File: config.mk
export PLATFORM = sky130hd
export DESIGN_NAME = gpio_grp_irq
export DESIGN_NICKNAME = d
export VERILOG_FILES = /design/src/rtl/gpio_grp_irq_pkg.sv /design/src/rtl/gpio_grp_irq_sync.sv /design/src/rtl/gpio_grp_irq_regs.sv /design/src/rtl/gpio_grp_irq_svc.sv /design/src/rtl/gpio_grp_irq.sv
export SDC_FILE = /design/constraint.sdc
export NUM_CORES = 2
export LEC_CHECK = 0
export ABC_AREA = 1
export ABC_CLOCK_PERIOD_IN_PS = 8400
export BUFFER_PORTS_ARGS = -buffer_cell sky130_fd_sc_hd__buf_2
export CORE_AREA = 2 2 288 290
export CTS_BUF_LIST = sky130_fd_sc_hd__clkbuf_8
export CTS_CLUSTER_DIAMETER = 50
export DETAILED_ROUTE_END_ITERATION = 6
export DIE_AREA = 0 0 290 292
export PLACE_DENSITY = 0.71
export SKIP_LAST_GASP = 1
export SLEW_MARGIN = 20
export SYNTH_ARGS = -nofsm -noshare
export SYNTH_HDL_FRONTEND = slang
export SYNTH_SLANG_ARGS = --single-unit
File: constraint.sdc
create_clock -name clk -period 8.4 [get_ports clk]
set_input_delay 1.68 -clock clk [delete_from_list [all_inputs] [get_ports clk]]
set_output_delay 1.68 -clock clk [all_outputs]
set_load 0.03 [all_outputs]
File: src/rtl/gpio_grp_irq_pkg.sv
package gpio_grp_irq_pkg;
  localparam int GROUP_PINS = 16;
  localparam int WORD_BITS  = 32;
  localparam int FIELD_SRCS = 4;
  // word indices (byte address / 4) of the register windows
  localparam int CTRL_W = 'h080;
  localparam int MASK_W = 'h090;
  localparam int PEND_W = 'h098;
  localparam int SVC_W  = 'h0A1;

  // event test for one source given its trigger code
  function automatic logic trig_event(input logic [3:0] code, input logic cur,
                                      input logic prev);
    if (code[2:1] == 2'b00) return (cur == code[0]);
    return (code[1] & prev & ~cur) | (code[2] & ~prev & cur);
  endfunction
endpackage

File: src/rtl/gpio_grp_irq_sync.sv
module gpio_grp_irq_sync #(
  parameter int N = 144
) (
  input  logic         clk,
  input  logic         rst,
  input  logic [N-1:0] pin_i,
  output logic [N-1:0] cur_o,
  output logic [N-1:0] prev_o
);
  logic [N-1:0] s1_q, s2_q, prv_q;

  always_ff @(posedge clk) begin
    if (rst) begin
      s1_q  <= '1;
      s2_q  <= '1;
      prv_q <= '1;
    end else begin
      s1_q  <= pin_i;
      s2_q  <= s1_q;
      prv_q <= s2_q;
    end
  end

  assign cur_o  = s2_q;
  assign prev_o = prv_q;
endmodule

File: src/rtl/gpio_grp_irq_regs.sv
module gpio_grp_irq_regs
  import gpio_grp_irq_pkg::*;
#(
  parameter int NUM_SRC = 144,
  parameter int ADDR_W  = 12
) (
  input  logic                  clk,
  input  logic                  rst,
  input  logic                  wr_en,
  input  logic [ADDR_W-1:0]     addr,
  input  logic [WORD_BITS-1:0]  wdata,
  input  logic [NUM_SRC-1:0]    cur,
  input  logic [NUM_SRC-1:0]    prev,
  output logic [NUM_SRC-1:0]    trig_q,
  output logic [NUM_SRC-1:0]    mask_q,
  output logic [NUM_SRC-1:0]    pend_q
);
  localparam int NF  = NUM_SRC / FIELD_SRCS;
  localparam int FPW = WORD_BITS / FIELD_SRCS;

  logic [ADDR_W-3:0] widx;
  logic [NUM_SRC-1:0] evt, clr;

  assign widx = addr[ADDR_W-1:2];

  always_ff @(posedge clk) begin
    if (rst) begin
      trig_q <= '0;
    end else if (wr_en) begin
      for (int f = 0; f < NF; f++)
        if (int'(widx) == CTRL_W + f / FPW)
          trig_q[4*f +: 4] <= wdata[4*(f % FPW) +: 4];
    end
  end

  always_ff @(posedge clk) begin
    if (rst) begin
      mask_q <= '1;
    end else if (wr_en) begin
      for (int a = 0; a < NUM_SRC; a++)
        if (int'(widx) == MASK_W + a / WORD_BITS)
          mask_q[a] <= wdata[a % WORD_BITS];
    end
  end

  for (genvar a = 0; a < NUM_SRC; a++) begin : g_src
    assign evt[a] = trig_event(trig_q[4*(a/4) +: 4], cur[a], prev[a]);
    assign clr[a] = wr_en && (int'(widx) == PEND_W + a / WORD_BITS)
                    && wdata[a % WORD_BITS];
  end

  always_ff @(posedge clk) begin
    if (rst) pend_q <= '0;
    else     pend_q <= (pend_q & ~clr) | evt;
  end
endmodule

File: src/rtl/gpio_grp_irq_svc.sv
module gpio_grp_irq_svc
  import gpio_grp_irq_pkg::*;
#(
  parameter int NUM_SRC = 144
) (
  input  logic [NUM_SRC-1:0] active,
  output logic [7:0]         code
);
  always_comb begin
    code = 8'h00;
    for (int a = NUM_SRC - 1; a >= 0; a--)
      if (active[a]) code = {4'(a / GROUP_PINS + 1), 4'(a % GROUP_PINS)};
  end
endmodule

File: src/rtl/gpio_grp_irq.sv
module gpio_grp_irq
  import gpio_grp_irq_pkg::*;
#(
  parameter int NUM_GROUPS = 9,
  parameter int ADDR_W     = 12,
  parameter int NUM_SRC    = NUM_GROUPS * GROUP_PINS
) (
  input  logic                 clk,
  input  logic                 rst,
  input  logic [NUM_SRC-1:0]   pin_i,
  input  logic                 bus_wr,
  input  logic                 bus_rd,
  input  logic [ADDR_W-1:0]    bus_addr,
  input  logic [WORD_BITS-1:0] bus_wdata,
  output logic [WORD_BITS-1:0] bus_rdata,
  output logic                 irq_o
);
  localparam int NW = (NUM_SRC + WORD_BITS - 1) / WORD_BITS;

  logic [NUM_SRC-1:0] cur, prev, trig_q, mask_q, pend_q, active;
  logic [7:0] svc_code;
  logic [WORD_BITS-1:0] rd_word;
  logic [ADDR_W-3:0] widx;
  logic unused_addr_lsb;

  assign widx = bus_addr[ADDR_W-1:2];
  assign unused_addr_lsb = ^bus_addr[1:0];

  gpio_grp_irq_sync #(.N(NUM_SRC)) u_sync (
    .clk(clk), .rst(rst), .pin_i(pin_i), .cur_o(cur), .prev_o(prev));

  gpio_grp_irq_regs #(.NUM_SRC(NUM_SRC), .ADDR_W(ADDR_W)) u_regs (
    .clk(clk), .rst(rst), .wr_en(bus_wr), .addr(bus_addr),
    .wdata(bus_wdata), .cur(cur), .prev(prev),
    .trig_q(trig_q), .mask_q(mask_q), .pend_q(pend_q));

  assign active = pend_q & ~mask_q;

  gpio_grp_irq_svc #(.NUM_SRC(NUM_SRC)) u_svc (
    .active(active), .code(svc_code));

  always_comb begin
    rd_word = '0;
    for (int w = 0; w < NW; w++) begin
      for (int b = 0; b < WORD_BITS; b++) begin
        if (w * WORD_BITS + b < NUM_SRC) begin
          if (int'(widx) == CTRL_W + w)
            rd_word[b] = trig_q[w * WORD_BITS + b];
          if (int'(widx) == MASK_W + w)
            rd_word[b] = mask_q[w * WORD_BITS + b];
          if (int'(widx) == PEND_W + w)
            rd_word[b] = pend_q[w * WORD_BITS + b];
        end
      end
    end
    if (int'(widx) == SVC_W) rd_word = {24'h0, svc_code};
  end

  always_ff @(posedge clk) begin
    if (rst) begin
      bus_rdata <= '0;
      irq_o     <= 1'b0;
    end else begin
      if (bus_rd) bus_rdata <= rd_word;
      irq_o <= |active;
    end
  end
endmodule

======== Yosys cells after proc, flatten, opt, wreduce, memory -nomap -nowiden ========
Index checks and enable logic that the tools add are counted.
storage, ports and cells
  register bits after elaboration ......... 897
  input bits .............................. 192
  output and inout port bits .............. 33
  word-level logic and storage cells ...... 2286
cells by class
  eq/ne operators ......................... 160
  muxes and demuxes ....................... 901
  bitwise operators ....................... 1013
  reduce and logical (&&, ||, !) cells .... 196
operators with widths
  cell                   count
  $mux W8                144
  $mux W1                756
  $and A1 B1 Y1          576
  $and A144 B144 Y144    2
  $not A1 Y1             288
  $not A144 Y144         2
  $eq A10 B9 Y1 const B  16
  $logic_and A1 B1 Y1    149
  $eq A1 B1 Y1           144
  $or A1 B1 Y1           144
  $or A144 B144 Y144     1
  $reduce_or A144 Y1     1
  $logic_not A2 Y1       36
  $mux W32               1
  $reduce_and A2 Y1      10

======== Logic depth before layout (Yosys ltp) ========
  depth after elaboration ................. 147
  mapped depth ............................ 146
  depth with buffers taken out ............ 146

======== By module ========
Synthesis repeated with hierarchy kept, for this count alone.
unflattened totals
  cells, all modules ...................... 5876
  area total of the unflattened synthesis .. 40481.3 um^2
modules (own cells, without submodules)
  module             times used  cells an instance  area each (um^2)  sequential area each (um^2)
  gpio_grp_irq_regs  1           2724               19488.7           8648.3
  gpio_grp_irq_sync  1           1344               12359.4           8648.3
  gpio_grp_irq       1           1269               6125.9            660.6
  gpio_grp_irq_svc   1           539                2507.4            0.0

======== Least setup slack after synthesis ========
OpenSTA, ideal clock, no wires.
  path kind ............................... flip-flop to flip-flop
  start point ............................. register u_regs.pend_q[143]
  end point ............................... register bus_rdata[0]
  library setup time ...................... 0.066 ns
  data arrival time ....................... 6.517 ns
  required time ........................... 8.334 ns
  setup slack ............................. 1.817 ns
  cell stages (with the launch flop) ...... 147
  path buffers ............................ 0
  clock period less this slack ............ 6.583 ns
  path through ............................ dfxtp_1 inv_1 nor2_1 nand2_1 nand2_1 nand2_1 nand2_1 nand2_1 nand2_1 nand2_1 nand2_1 nand2_1 nand2_1 nand2_1 nand2_1 nand2_1 nand2_1 nand2_1 (+111 left out) nand2_1 nand2_1 nand2_1 nand2_1 nand2_1 nand2_1 nand2_1 nand2_1 nand2_1 nand2_1 nand2_1 nand2_1 nand2_1 nand2_1 nand2_1 nand2_1 nand2_1 a21oi_2
between the ends
  word-level cells in the longest chain between the ends .. 146
RTL lines
  element                  line                     source
  start, declared          gpio_grp_irq_regs.sv:16  output logic [NUM_SRC-1:0] pend_q
  start signal, assigned   gpio_grp_irq_regs.sv:54  else pend_q <= (pend_q & ~clr) | evt;
  $and A144 B144 Y144      gpio_grp_irq.sv:37       assign active = pend_q & ~mask_q;
  $mux W8 (144 in series)  gpio_grp_irq_svc.sv:12   if (active[a]) code = {4'(a / GROUP_PINS + 1), 4'(a % GROUP_PINS)};
  $mux W32                 gpio_grp_irq.sv:56       if (int'(widx) == SVC_W) rd_word = {24'h0, svc_code};
  end signal, assigned     gpio_grp_irq.sv:64       if (bus_rd) bus_rdata <= rd_word;
  end, declared            gpio_grp_irq.sv:15       output logic [WORD_BITS-1:0] bus_rdata,
Every way passes these cells.
A chain may end at the register's enable or synchronous reset.

======== Final worst setup path ========
  start point ............................. register u_regs.pend_q[142]
  end point ............................... register bus_rdata[0]
between the ends
  word-level cells in the longest chain between the ends .. 145
RTL lines
  element                  line
  $and A144 B144 Y144      gpio_grp_irq.sv:37
  $mux W8 (143 in series)  gpio_grp_irq_svc.sv:12
  $mux W32                 gpio_grp_irq.sv:56
Every way passes these cells.

==> metrics.txt <==
Worst Hold Launch=u_sync.s1_q[92]; element type at the critical path end=register; count of yosys warnings during synthesis=0; register cell area after layout=18000 um^2; IR Drop Worst-Case VDD=0.155 mV; fraction of final layout cells sized beyond drive strength 1=0.190; unique cell type count in the Yosys netlist=32; Tightest Pin Transition=1130 ps; number of antenna violations at the first check in global routing=6; origin of the critical flop-to-flop path=u_regs.pend_q[142]; global placement routability congestion=0.959; fin cells=6010; mapped cell area=36300 um^2; via total after detailed routing=32800; main combinational cell family by area after synthesis=simple AND/OR/NAND/NOR gates; TritonCTS Sinks=897; violations in the final reports=DRC; slowest stage delay, CP=350 ps; maximum number of pins on one net before global-route repair=222; ys async rst share=0; global router's overall resource usage=0.269; start-to-end type of the worst setup path=register to register; final worst path period need=8120 ps; root buffer cell=clkbuf_8; global-route wire length before repair=177 mm; HPWL Detailed=80.5 mm; critical path's most frequent cell=nand2_1; power per cell area=214 nW/um^2; # DRC=3; part of the cycle the worst path needs=0.966; area share of and/or/nand/nor cells after synthesis=0.222; via count of the first global-routing pass=30800; worst min-delay path class=register to register; clk_lat worst skew=850 ps; final WL=116 mm; leading cell types in the layout, fill and taps excluded=dfxtp_1 (895), nand2_1 (874), o21ai_0 (631); final design utilization=0.508; Num CTS Buffers=150; number of enable flip-flop cells after synthesis=0; unrepaired setup endpoints after global routing=true; TritonCTS clock tree=yes; count of input and output buffers=222; run status=complete, but fails checks; worst path arrival time=8860 ps; H-tree level count=4; number of top-level design ports=225; chip height=292 um; fillcell total=7826; Avg WL per Cell=19.3 um; highest clock rate=123 MHz; Core ar.=81600 um^2; per-instance average area after synthesis=7.81 um^2; area of the die=84700 um^2; final-report hold violation count=0; fraction of synthesized area in multiplexers=0; Clock Tree Buf Depth=3; Data required, critical path=9140 ps; Cell Rows=105; Reg clk slew, reported paths=70 ps; cell with the largest stage delay on the worst path=dfxtp_1; Congestion Overflow GR=0; crit-path max FO=3; die extent in x=290 um; Max-cap violations=0; startpoint type of the worst setup path=register; synthesis-to-finish area growth=14.2%; Leak=19.6 nW; Seq/Total Area, Yosys=0.495; number of setup buffers added after CTS=0; area share of xor/xnor cells in the synthesized design=0; DRC violation total after the first TritonRoute iteration=3272; commonest non-fill, non-tap cell in the layout=dfxtp_1; Post-Route Hold Slack=390 ps; post-synthesis net count=4843; number of cells in the design after placement=5743; worst slew margin relative to its limit=0.247; beginning of the critical path=u_regs.pend_q[142]; register bit count reported by yosys=897; post-synthesis adder-cell area fraction=0; fraction of the mapped netlist area in compound gates=0.209; count of antenna-violating nets left after detailed routing=0; routed via count divided by cell count=5.46; multi-input gate area in the final layout=15700 um^2; number of standard cells after synthesis=4651; Final Slew Violations=0; effective utilization at floorplan=0.445; Fin Clk Skew=55.5 ps; final net count=5018; first-pass iteration count of the detailed router=7; primary flip-flop cell chosen by synthesis mapping=dfxtp_1; endpoints failing setup=0
==> flip-flops by register name, indices dropped and copies added, names as in the netlist <==
signal	flops
bus_rdata	32
u_sync.s1_q	144
irq_o	1
u_regs.pend_q	144
u_regs.mask_q	144
u_sync.prev_o	144
u_regs.trig_q	144
u_sync.cur_o	144
==> routing by layer <==
metal	routed length, um	global-route usage	vias to the layer above
li1	-	-	15800
met1	48600	0.348	15200
met2	49700	0.408	1475
met3	10300	0.0588	343
met4	7400	0.172	6
met5	34	0	-
==> final timing paths <==
path | to | slack [ps] | depth (start not counted)
max | bus_rdata[0] | 280 | 145
min reg2reg | u_sync.cur_o[92] | 390 | 1
min | u_sync.cur_o[92] | 390 | 1
max reg2reg | bus_rdata[0] | 280 | 145
==> kinds of logic (layout without fill, tap and decap cells) <==
family          Yosys count  count (layout)
simple gates           1696            1696
compound gates         1345            1345
flops                   897             897
buf+inv                 713            1001
other cells               0               1
==> worst max-delay path, delay by kind of cell (launching register included) <==
| family | cells | cell delay (ps) |
|---|---|---|
| and+or+nand+nor | 144 | 7610 |
| DFF | 1 | 350 |
| AOI/OAI and AO/OA | 1 | 50 |
==> report_power, final <==
part           internal, W  switching [W]  leakage [nW]  total, W
clock network      0.00221        0.00184          1.78   0.00405
logic             0.000128       0.000259          10.5  0.000386
registers          0.00438      0.0000773          7.34   0.00446
total              0.00671        0.00218          19.6   0.00889
==> stage by stage <==
stage          worst slack [ps]  instance area [um^2]  setup TNS (ps)  total power (W)
2_1_floorplan              1820                 36300               0          0.00474
3_3_place_gp                300                 38200               0          0.00492
3_5_place_dp                426                 38200               0          0.00493
4_1_cts                     365                 41400               0          0.00895
5_1_grt                   -1030                 41500           -1030          0.00920
6_report                    283                 41500               0          0.00889
==> synthesized netlist by cell type (7+ instances only) <==
cell type	instances	share of area
inv_1	428	0.044
a21oi_1	384	0.053
nor2_1	169	0.017
nand2_4	67	0.021
nand3_1	194	0.027
nor3_1	54	0.0074
o221ai_1	13	0.0031
a31oi_1	9	0.0016
o21ai_0	631	0.087
clkbuf_1	229	0.024
or2_2	288	0.050
o21ai_1	7	0.00096
nand2_1	884	0.091
inv_2	44	0.0045
o211ai_1	212	0.044
o22ai_1	31	0.0053
or2_4	24	0.0058
dfxtp_1	897	0.49
a221oi_1	28	0.0068
o2111ai_1	22	0.0053
==> final cells by class <==
cell class | instances | area share
Sequential cell | 897 | 0.433
Multi-Input combinational cell | 3041 | 0.379
Clock buffer | 193 | 0.0641
Inverter | 478 | 0.0446
Timing Repair Buffer | 258 | 0.0345
Tap cell | 1070 | 0.0323
Clock inverter | 72 | 0.0124
Antenna cell | 1 | 0.0000604
==> repair_timing <==
| action | 4_1_cts | 5_1_grt |
|---|---|---|
| hold buffers | 0 | 0 |
| setup endpoints to repair | 0 | 1 |
| resized for setup | 0 | 6 |
Power figures use the tool's default switching activity.
